==> config.mk <==
export PLATFORM = sky130hd
export DESIGN_NAME = vlf_builder
export DESIGN_NICKNAME = d
export VERILOG_FILES = /design/src/rtl/vlf_pkg.sv /design/src/rtl/vlf_rst_sync.sv /design/src/rtl/vlf_hamming_enc.sv /design/src/rtl/vlf_crc_acc.sv /design/src/rtl/vlf_seq.sv /design/src/rtl/vlf_builder.sv
export SDC_FILE = /design/constraint.sdc
export NUM_CORES = 1
export LEC_CHECK = 0
export ABC_AREA = 1
export BUFFER_PORTS_ARGS = -buffer_cell sky130_fd_sc_hd__buf_2
export CAP_MARGIN = 5
export CORE_ASPECT_RATIO = 0.6
export CORE_MARGIN = 2
export CORE_UTILIZATION = 38
export DETAILED_ROUTE_END_ITERATION = 10
export PLACE_DENSITY = 0.61
export SLEW_MARGIN = 10
export SYNTH_ARGS = -nofsm -noshare
export SYNTH_HDL_FRONTEND = slang
export SYNTH_HIERARCHICAL = 1
export SYNTH_SLANG_ARGS = --single-unit
==> constraint.sdc <==
create_clock -name clk -period 1.83 [get_ports clk]
set_input_delay 0.183 -clock clk [delete_from_list [all_inputs] [get_ports clk]]
set_output_delay 0.183 -clock clk [all_outputs]
set_load 0.03 [all_outputs]
==> src/rtl/vlf_pkg.sv <==
`timescale 1ns/1ps
package vlf_pkg;

  typedef enum logic [1:0] {
    KIND_DESC  = 2'd0,
    KIND_LABEL = 2'd1,
    KIND_PAY   = 2'd2,
    KIND_CRC   = 2'd3
  } word_kind_e;

  typedef enum logic [2:0] {
    ST_IDLE,
    ST_HDR,
    ST_DESC,
    ST_LABEL,
    ST_DATA,
    ST_CRC
  } seq_state_e;

  // Number of parity bits a single-error-correcting code needs for n info bits
  function automatic int ham_par_bits(input int n);
    int p;
    p = 0;
    while ((1 << p) < (n + p + 1)) p++;
    return p;
  endfunction

endpackage

==> src/rtl/vlf_rst_sync.sv <==
`timescale 1ns/1ps
module vlf_rst_sync #(
  parameter int STAGES = 2
) (
  input  logic clk,
  input  logic rst_n,
  output logic rst_sync_n
);

  logic [STAGES-1:0] chain_q;

  always_ff @(posedge clk or negedge rst_n) begin
    if (!rst_n) chain_q <= '0;
    else        chain_q <= {chain_q[STAGES-2:0], 1'b1};
  end

  assign rst_sync_n = chain_q[STAGES-1];

endmodule

==> src/rtl/vlf_hamming_enc.sv <==
`timescale 1ns/1ps
module vlf_hamming_enc #(
  parameter  int INFO_W = 8,
  localparam int PAR_W  = vlf_pkg::ham_par_bits(INFO_W),
  localparam int CODE_W = INFO_W + PAR_W
) (
  input  logic [INFO_W-1:0] info,
  output logic [CODE_W-1:0] code
);

  logic [CODE_W:1] pos;

  always_comb begin
    int di;
    logic par;
    pos = '0;
    di  = 0;
    for (int q = 1; q <= CODE_W; q++) begin
      if ((q & (q - 1)) != 0) begin
        pos[q] = info[di];
        di++;
      end
    end
    for (int k = 0; k < PAR_W; k++) begin
      par = 1'b0;
      for (int q = 1; q <= CODE_W; q++) begin
        if (((q >> k) & 1) == 1 && q != (1 << k)) par = par ^ pos[q];
      end
      pos[1 << k] = par;
    end
  end

  assign code = pos[CODE_W:1];

endmodule

==> src/rtl/vlf_crc_acc.sv <==
`timescale 1ns/1ps
module vlf_crc_acc #(
  parameter int              WORD_W = 16,
  parameter int              CRC_W  = 8,
  parameter logic [CRC_W-1:0] POLY  = 8'h07,
  parameter logic [CRC_W-1:0] INIT  = 8'h00
) (
  input  logic              clk,
  input  logic              rst_n,
  input  logic              clr,
  input  logic              en,
  input  logic [WORD_W-1:0] word,
  output logic [CRC_W-1:0]  crc
);

  logic [CRC_W-1:0] crc_q, crc_d;

  always_comb begin
    logic fb;
    crc_d = crc_q;
    for (int i = WORD_W - 1; i >= 0; i--) begin
      fb    = crc_d[CRC_W-1] ^ word[i];
      crc_d = {crc_d[CRC_W-2:0], 1'b0} ^ (fb ? POLY : '0);
    end
  end

  always_ff @(posedge clk or negedge rst_n) begin
    if (!rst_n)   crc_q <= INIT;
    else if (clr) crc_q <= INIT;
    else if (en)  crc_q <= crc_d;
  end

  assign crc = crc_q;

  AST_CRC_CLEARED: assert property (@(posedge clk) disable iff (!rst_n)
    clr |=> (crc == INIT)) else $error("crc not cleared");

endmodule

==> src/rtl/vlf_seq.sv <==
`timescale 1ns/1ps
module vlf_seq #(
  parameter  int LEN_W = 4,
  localparam int CNT_W = LEN_W + 1
) (
  input  logic             clk,
  input  logic             rst_n,
  input  logic             req_valid,
  output logic             req_ready,
  output logic             load,
  input  logic [CNT_W-1:0] cnt_load,
  input  logic             lab_q,
  input  logic             crc_q,
  output logic             hdr_req,
  input  logic             hdr_gnt,
  input  logic             dat_valid,
  output logic             dat_ready,
  output logic             out_valid,
  input  logic             out_ready,
  output logic [1:0]       out_kind,
  output logic             out_end,
  output logic             crc_en
);
  import vlf_pkg::*;

  seq_state_e       st_q, st_d;
  logic [CNT_W-1:0] cnt_q, cnt_d;

  always_comb begin
    st_d      = st_q;
    cnt_d     = cnt_q;
    req_ready = 1'b0;
    load      = 1'b0;
    hdr_req   = 1'b0;
    dat_ready = 1'b0;
    out_valid = 1'b0;
    out_kind  = KIND_DESC;
    out_end   = 1'b0;
    crc_en    = 1'b0;
    case (st_q)
      ST_IDLE: begin
        req_ready = 1'b1;
        if (req_valid) begin
          load  = 1'b1;
          cnt_d = cnt_load;
          st_d  = ST_HDR;
        end
      end
      ST_HDR: begin
        hdr_req = 1'b1;
        if (hdr_gnt) st_d = ST_DESC;
      end
      ST_DESC: begin
        out_valid = 1'b1;
        if (out_ready) st_d = lab_q ? ST_LABEL : ST_DATA;
      end
      ST_LABEL: begin
        out_valid = 1'b1;
        out_kind  = KIND_LABEL;
        out_end   = (cnt_q == '0) && !crc_q;
        if (out_ready) begin
          crc_en = 1'b1;
          if (cnt_q != '0) st_d = ST_DATA;
          else             st_d = crc_q ? ST_CRC : ST_IDLE;
        end
      end
      ST_DATA: begin
        out_valid = dat_valid;
        dat_ready = out_ready;
        out_kind  = KIND_PAY;
        out_end   = (cnt_q == CNT_W'(1)) && !crc_q;
        if (dat_valid && out_ready) begin
          crc_en = 1'b1;
          cnt_d  = cnt_q - CNT_W'(1);
          if (cnt_q == CNT_W'(1)) st_d = crc_q ? ST_CRC : ST_IDLE;
        end
      end
      ST_CRC: begin
        out_valid = 1'b1;
        out_kind  = KIND_CRC;
        out_end   = 1'b1;
        if (out_ready) st_d = ST_IDLE;
      end
      default: st_d = ST_IDLE;
    endcase
  end

  always_ff @(posedge clk or negedge rst_n) begin
    if (!rst_n) begin
      st_q  <= ST_IDLE;
      cnt_q <= '0;
    end else begin
      st_q  <= st_d;
      cnt_q <= cnt_d;
    end
  end

  AST_HDR_HELD: assert property (@(posedge clk) disable iff (!rst_n)
    (hdr_req && !hdr_gnt) |=> hdr_req) else $error("header request dropped");
  AST_DESC_AFTER_GNT: assert property (@(posedge clk) disable iff (!rst_n)
    ($rose(out_valid) && out_kind == KIND_DESC) |-> $past(hdr_gnt)) else $error("descriptor without grant");
  AST_DATA_TAKEN_ON_OUT: assert property (@(posedge clk) disable iff (!rst_n)
    (dat_valid && dat_ready) |-> (out_valid && out_ready && out_kind == KIND_PAY)) else $error("data taken off-phase");

endmodule

==> src/rtl/vlf_builder.sv <==
`timescale 1ns/1ps
module vlf_builder #(
  parameter  int               WORD_W   = 16,
  parameter  int               LEN_W    = 4,
  parameter  int               CRC_W    = 8,
  parameter  logic [CRC_W-1:0] CRC_POLY = 8'h07,
  parameter  logic [CRC_W-1:0] CRC_INIT = 8'h00,
  localparam int               INFO_W   = LEN_W + 4,
  localparam int               CODE_W   = INFO_W + vlf_pkg::ham_par_bits(INFO_W),
  localparam int               CNT_W    = LEN_W + 1
) (
  input  logic              clk,
  input  logic              rst_n,
  input  logic              req_valid,
  output logic              req_ready,
  input  logic [LEN_W-1:0]  req_len,
  input  logic              req_type,
  input  logic              req_label_on,
  input  logic              req_last,
  input  logic              req_crc_on,
  input  logic [WORD_W-1:0] req_label,
  input  logic              dat_valid,
  output logic              dat_ready,
  input  logic [WORD_W-1:0] dat_word,
  output logic              hdr_req,
  input  logic              hdr_gnt,
  output logic              out_valid,
  input  logic              out_ready,
  output logic [WORD_W-1:0] out_data,
  output logic [1:0]        out_kind,
  output logic              out_end
);
  import vlf_pkg::*;

  logic              rst_s_n;
  logic              load, crc_en;
  logic [CNT_W-1:0]  total, cnt_load;
  logic [INFO_W-1:0] info_d, info_q;
  logic              lab_q, crc_on_q;
  logic [WORD_W-1:0] label_q;
  logic [CODE_W-1:0] desc_code;
  logic [CRC_W-1:0]  crc_val;
  logic [WORD_W-1:0] crc_in;

  vlf_rst_sync #(.STAGES(2)) rst_sync_i (
    .clk(clk), .rst_n(rst_n), .rst_sync_n(rst_s_n)
  );

  // Length 0 wraps to the full 2**LEN_W words; label counts toward the total
  assign total    = (req_len == '0) ? CNT_W'(1 << LEN_W) : {1'b0, req_len};
  assign cnt_load = total - CNT_W'(req_label_on);
  assign info_d   = {req_len, req_type, req_label_on, req_last, 1'b0};

  always_ff @(posedge clk or negedge rst_s_n) begin
    if (!rst_s_n) begin
      info_q   <= '0;
      lab_q    <= 1'b0;
      crc_on_q <= 1'b0;
      label_q  <= '0;
    end else if (load) begin
      info_q   <= info_d;
      lab_q    <= req_label_on;
      crc_on_q <= req_crc_on;
      label_q  <= req_label;
    end
  end

  vlf_hamming_enc #(.INFO_W(INFO_W)) ham_i (
    .info(info_q), .code(desc_code)
  );

  vlf_seq #(.LEN_W(LEN_W)) seq_i (
    .clk(clk), .rst_n(rst_s_n),
    .req_valid(req_valid), .req_ready(req_ready), .load(load),
    .cnt_load(cnt_load), .lab_q(lab_q), .crc_q(crc_on_q),
    .hdr_req(hdr_req), .hdr_gnt(hdr_gnt),
    .dat_valid(dat_valid), .dat_ready(dat_ready),
    .out_valid(out_valid), .out_ready(out_ready),
    .out_kind(out_kind), .out_end(out_end), .crc_en(crc_en)
  );

  assign crc_in = (out_kind == KIND_LABEL) ? label_q : dat_word;

  vlf_crc_acc #(.WORD_W(WORD_W), .CRC_W(CRC_W), .POLY(CRC_POLY), .INIT(CRC_INIT)) crc_i (
    .clk(clk), .rst_n(rst_s_n), .clr(load), .en(crc_en),
    .word(crc_in), .crc(crc_val)
  );

  always_comb begin
    case (out_kind)
      KIND_DESC:  out_data = WORD_W'(desc_code);
      KIND_LABEL: out_data = label_q;
      KIND_PAY:   out_data = dat_word;
      default:    out_data = WORD_W'(crc_val);
    endcase
  end

  AST_HOLD_STABLE: assert property (@(posedge clk) disable iff (!rst_s_n)
    (out_valid && !out_ready) |=> (out_valid && $stable(out_data) && $stable(out_kind) && $stable(out_end)))
    else $error("output changed under stall");
  AST_BUSY_NO_ACCEPT: assert property (@(posedge clk) disable iff (!rst_s_n)
    out_valid |-> !req_ready) else $error("request accepted mid-frame");
  AST_END_NOT_DESC: assert property (@(posedge clk) disable iff (!rst_s_n)
    (out_valid && out_end) |-> (out_kind != KIND_DESC)) else $error("frame ended on descriptor");
  AST_NO_OUT_IN_HDR: assert property (@(posedge clk) disable iff (!rst_s_n)
    hdr_req |-> !out_valid) else $error("output during header request");

endmodule

==> run_results.csv <==
group,metric,value,unit
grt,grt_max_degree,49,
worst_setup_path,cpLargestDelayFamily,"simple AND/OR/NAND/NOR gates",
yosys,synth-edff-count,0,
detailed_routing,final_antenna_net_count,0,
timing,setup_viol,25,
cells_and_area,drive_above_1_share,0.441,
detailed_routing,drt-total-wl,12300,um
pwr,peakVddDrop,0.000796,V
timing,min_period,2.44,ns
worst_setup_path,end_kind,"flip-flop",
detailed_routing,drt_iter0_markers,348,
die,num_rows,27,
pwr,power,12500,uW
cells_and_area,fill_cells,828,
timing,hold_violations,0,
grt,grtUsageTotal,0.229,
status,outcome,"finished, violations left",
cts,clock-sinks,42,
cts,clk_latency,0.29,ns
die,ios,69,
cts,clkTransAtPathRegs,0.06,ns
yosys,async_flop_share,1.00,
placed_design,gp_congestion,0.946,
yosys,yosysSeqAreaShare,0.290,
worst_setup_path,slowest_stage,"dfrtp_2",
timing,tightest_slew,0.551,ns
timing,rsz0062_at_grt,"yes",
yosys,ys.flop_type,"dfrtp_1",
cts,root_buffer,"clkbuf_16",
timing,holdWs,0.0986,ns
timing,timing.setup.tns,-9.12,ns
timing,fin_ws,-0.609,ns
placed_design,port-buffer-count,68,
timing,fmax,0.410,GHz
worst_setup_path,crit_type,"reg2reg",
cells_and_area,fin_util,0.610,
die,start_util,0.393,
yosys,synth_cell_types,34,
detailed_routing,vias,4190,
job,cap_violations,0,
grt,grt_pass1_vias,3724,
die,coreArea,9220,sq um
detailed_routing,drc_errors,0,
yosys,netlist_area,3620,sq um
die,fp.dieW,130,um
timing,timing.final.crit_share,1.33,
die,fp.dieH,79.6,um
status,violations,"setup timing",
worst_setup_path,crit_arrival,2.62,ns
cts,htree_levels,2,
pwr,p_per_area,2230,nW/um^2
yosys,syn_inst,573,
timing,slew_viol_final,0,
cts,clk_path_buf_depth,2,
yosys,syn_area_per_cell,6.32,sq um
yosys,yosysWarnings,6,
hold_path,min_path_type,"in2reg",
worst_setup_path,cpMostUsedCell,"nand2_2",
placed_design,dp_hpwl,8980,um
worst_setup_path,worst_setup_path_start_kind,"flip-flop",
grt,grt_pass1_wl,18500,um
cells_and_area,area_growth,55.2,%
detailed_routing,drtPass1Iterations,6,
cts,cts_tree,"yes",
timing,final.setup_skew,0.00399,ns
worst_setup_path,crit_buf_inv,4,
die,dieArea,10400,sq um
cells_and_area,antenna_cells,0,
worst_setup_path,critical_path_required,2.01,ns
worst_setup_path,crit_chain,"buf_6 > nor2_4 > nor2_4 > buf_12 > buf_12 > o21ai_4 > inv_2 > nand2_2 > nand2_2 > nand2_2 > nand3_4 > nand2_4 > nand2_2 > nand2_2 > nand2_4 > nand2_4 > nand3_1 > nand3_1 > nand2_1",
cts,numCtsBuffers,5,
timing,worst_slew_margin_rel,0.633,
detailed_routing,wl_per_cell,14.7,um
worst_setup_path,cpPeakStageDelay,0.46,ns
yosys,ys_ff_latch,42,
grt,overflow,0,
detailed_routing,vias_per_cell,5.04,
worst_setup_path,cp_max_fo,8,
placed_design,dp_slack,-0.601,ns
grt,antenna_found_initial,0,
pwr,power.leakage,0.00285,uW
cells_and_area,nNetsFinal,751,
==> routing by layer <==
metal  GRT usage  wire length (um)
met1       0.354              6150
met5           0                 0
met3      0.0402               813
met2       0.340              5190
met4      0.0258               105
==> state kept, by name, summed over array words and instances, names as in the netlist <==
register / flops
seq_i/cnt_q: 5
crc_on_q: 1
rst_sync_i/chain_q: 2
crc_i/crc: 8
seq_i/st_q: 3
info_q: 7
label_q: 16
==> path summary, 6_finish.rpt <==
| kind | endpoint | cells after the start | slack, ns | from |
|---|---|---|---|---|
| min in group asynchronous | rst_sync_i/chain_q[0] | 2 | 0.20 | rst_n |
| max reg2reg | crc_i/crc[1] | 19 | -0.61 | seq_i/st_q[1] |
| min reg2reg | info_q[1] | 1 | 0.32 | rst_sync_i/chain_q[1] |
| min | crc_on_q | 3 | 0.1 | req_crc_on |
| max | crc_i/crc[1] | 19 | -0.61 | seq_i/st_q[1] |
| max in group asynchronous | crc_i/crc[2] | 1 | 1.11 | rst_sync_i/chain_q[1] |
==> synthesized netlist by cell type (3+ instances only) <==
master | number | share of area
buf_2 | 7 | 0.0097
nand4_1 | 10 | 0.017
nand2b_1 | 3 | 0.0052
nor2_1 | 17 | 0.018
inv_1 | 73 | 0.076
nand2_1 | 196 | 0.20
xnor2_1 | 7 | 0.017
ha_1 | 5 | 0.017
nor2_2 | 3 | 0.0052
nand3_1 | 74 | 0.10
a21oi_1 | 6 | 0.0083
nor2_4 | 5 | 0.016
buf_6 | 4 | 0.012
o21ai_0 | 52 | 0.072
xor2_1 | 6 | 0.015
nand3b_1 | 3 | 0.0062
dfrtp_1 | 42 | 0.29
nand3_2 | 3 | 0.0083
buf_4 | 10 | 0.021
o21ai_1 | 5 | 0.0069
inv_2 | 11 | 0.011
nand2_2 | 14 | 0.024
==> per-stage QoR <==
| step | instance area [sq um] | cells |
|---|---|---|
| floorplan | 3740 | 576 |
| global placement | 4500 | 803 |
| detailed placement | 4500 | 803 |
| CTS | 5160 | 820 |
| global route | 5620 | 831 |
| finish | 5620 | 831 |
==> power breakdown <==
| part | leakage [uW] | internal (uW) | switching [uW] | total (uW) |
|---|---|---|---|---|
| combinational | 0.00226 | 3930 | 5620 | 9550 |
| sequential | 0.000514 | 1370 | 591 | 1960 |
| clock | 0.0000771 | 644 | 378 | 1020 |
| total | 0.00285 | 5940 | 6590 | 12500 |
==> worst register-to-register path: stages (launching register included) <==
cell and delay [ns]:
dfrtp_2 0.46, buf_6 0.14, nor2_4 0.16, nor2_4 0.07, buf_12 0.15, buf_12 0.15, o21ai_4 0.15, inv_2 0.07
nand2_2 0.07, nand2_2 0.11, nand2_2 0.11, nand3_4 0.12, nand2_4 0.10, nand2_2 0.07, nand2_2 0.10, nand2_4 0.06
nand2_4 0.08, nand3_1 0.07, nand3_1 0.06, nand2_1 0.05
==> layout make-up <==
| cell class | instances | area [sq um] | share of cell area |
|---|---|---|---|
| inverter | 85 | 342 | 0.0607 |
| tap | 130 | 163 | 0.0289 |
| clock inverter | 2 | 37.5 | 0.00668 |
| clock buffer | 6 | 129 | 0.0229 |
| multi-input combinational | 426 | 2740 | 0.488 |
| sequential | 42 | 1050 | 0.188 |
| timing repair buffer | 140 | 1150 | 0.205 |
==> kinds of logic after synthesis <==
group,count (synthesis),synth area share
simple gates,334,0.419
buf+inv,108,0.133
compound gates,66,0.0936
flops,42,0.290
xor+xnor,16,0.0449
fa+ha+maj,5,0.0173
other cells,2,0.00207
==> what timing repair did <==
item,4_1_cts,5_1_grt
gates cloned,0,1
gates resized for setup,116,97
hold endpoints to repair,2,0
pin swaps,27,42
hold buffers,1,0
endpoints found under the setup margin,25,26
setup buffers,11,11
==> cell usage in the layout (no fill, tap or decap), types with 9 or more instances in the layout <==
master	instances
inv_1	65
buf_6	36
nor2_4	9
inv_2	14
nand2_4	23
nand3_1	52
buf_2	49
nand2_2	58
nand3_2	18
dfrtp_1	39
buf_4	47
o21ai_0	42
nand4_1	10
nor2_1	14
nand2_1	129
No activity file was read; power rests on OpenSTA's default activity.
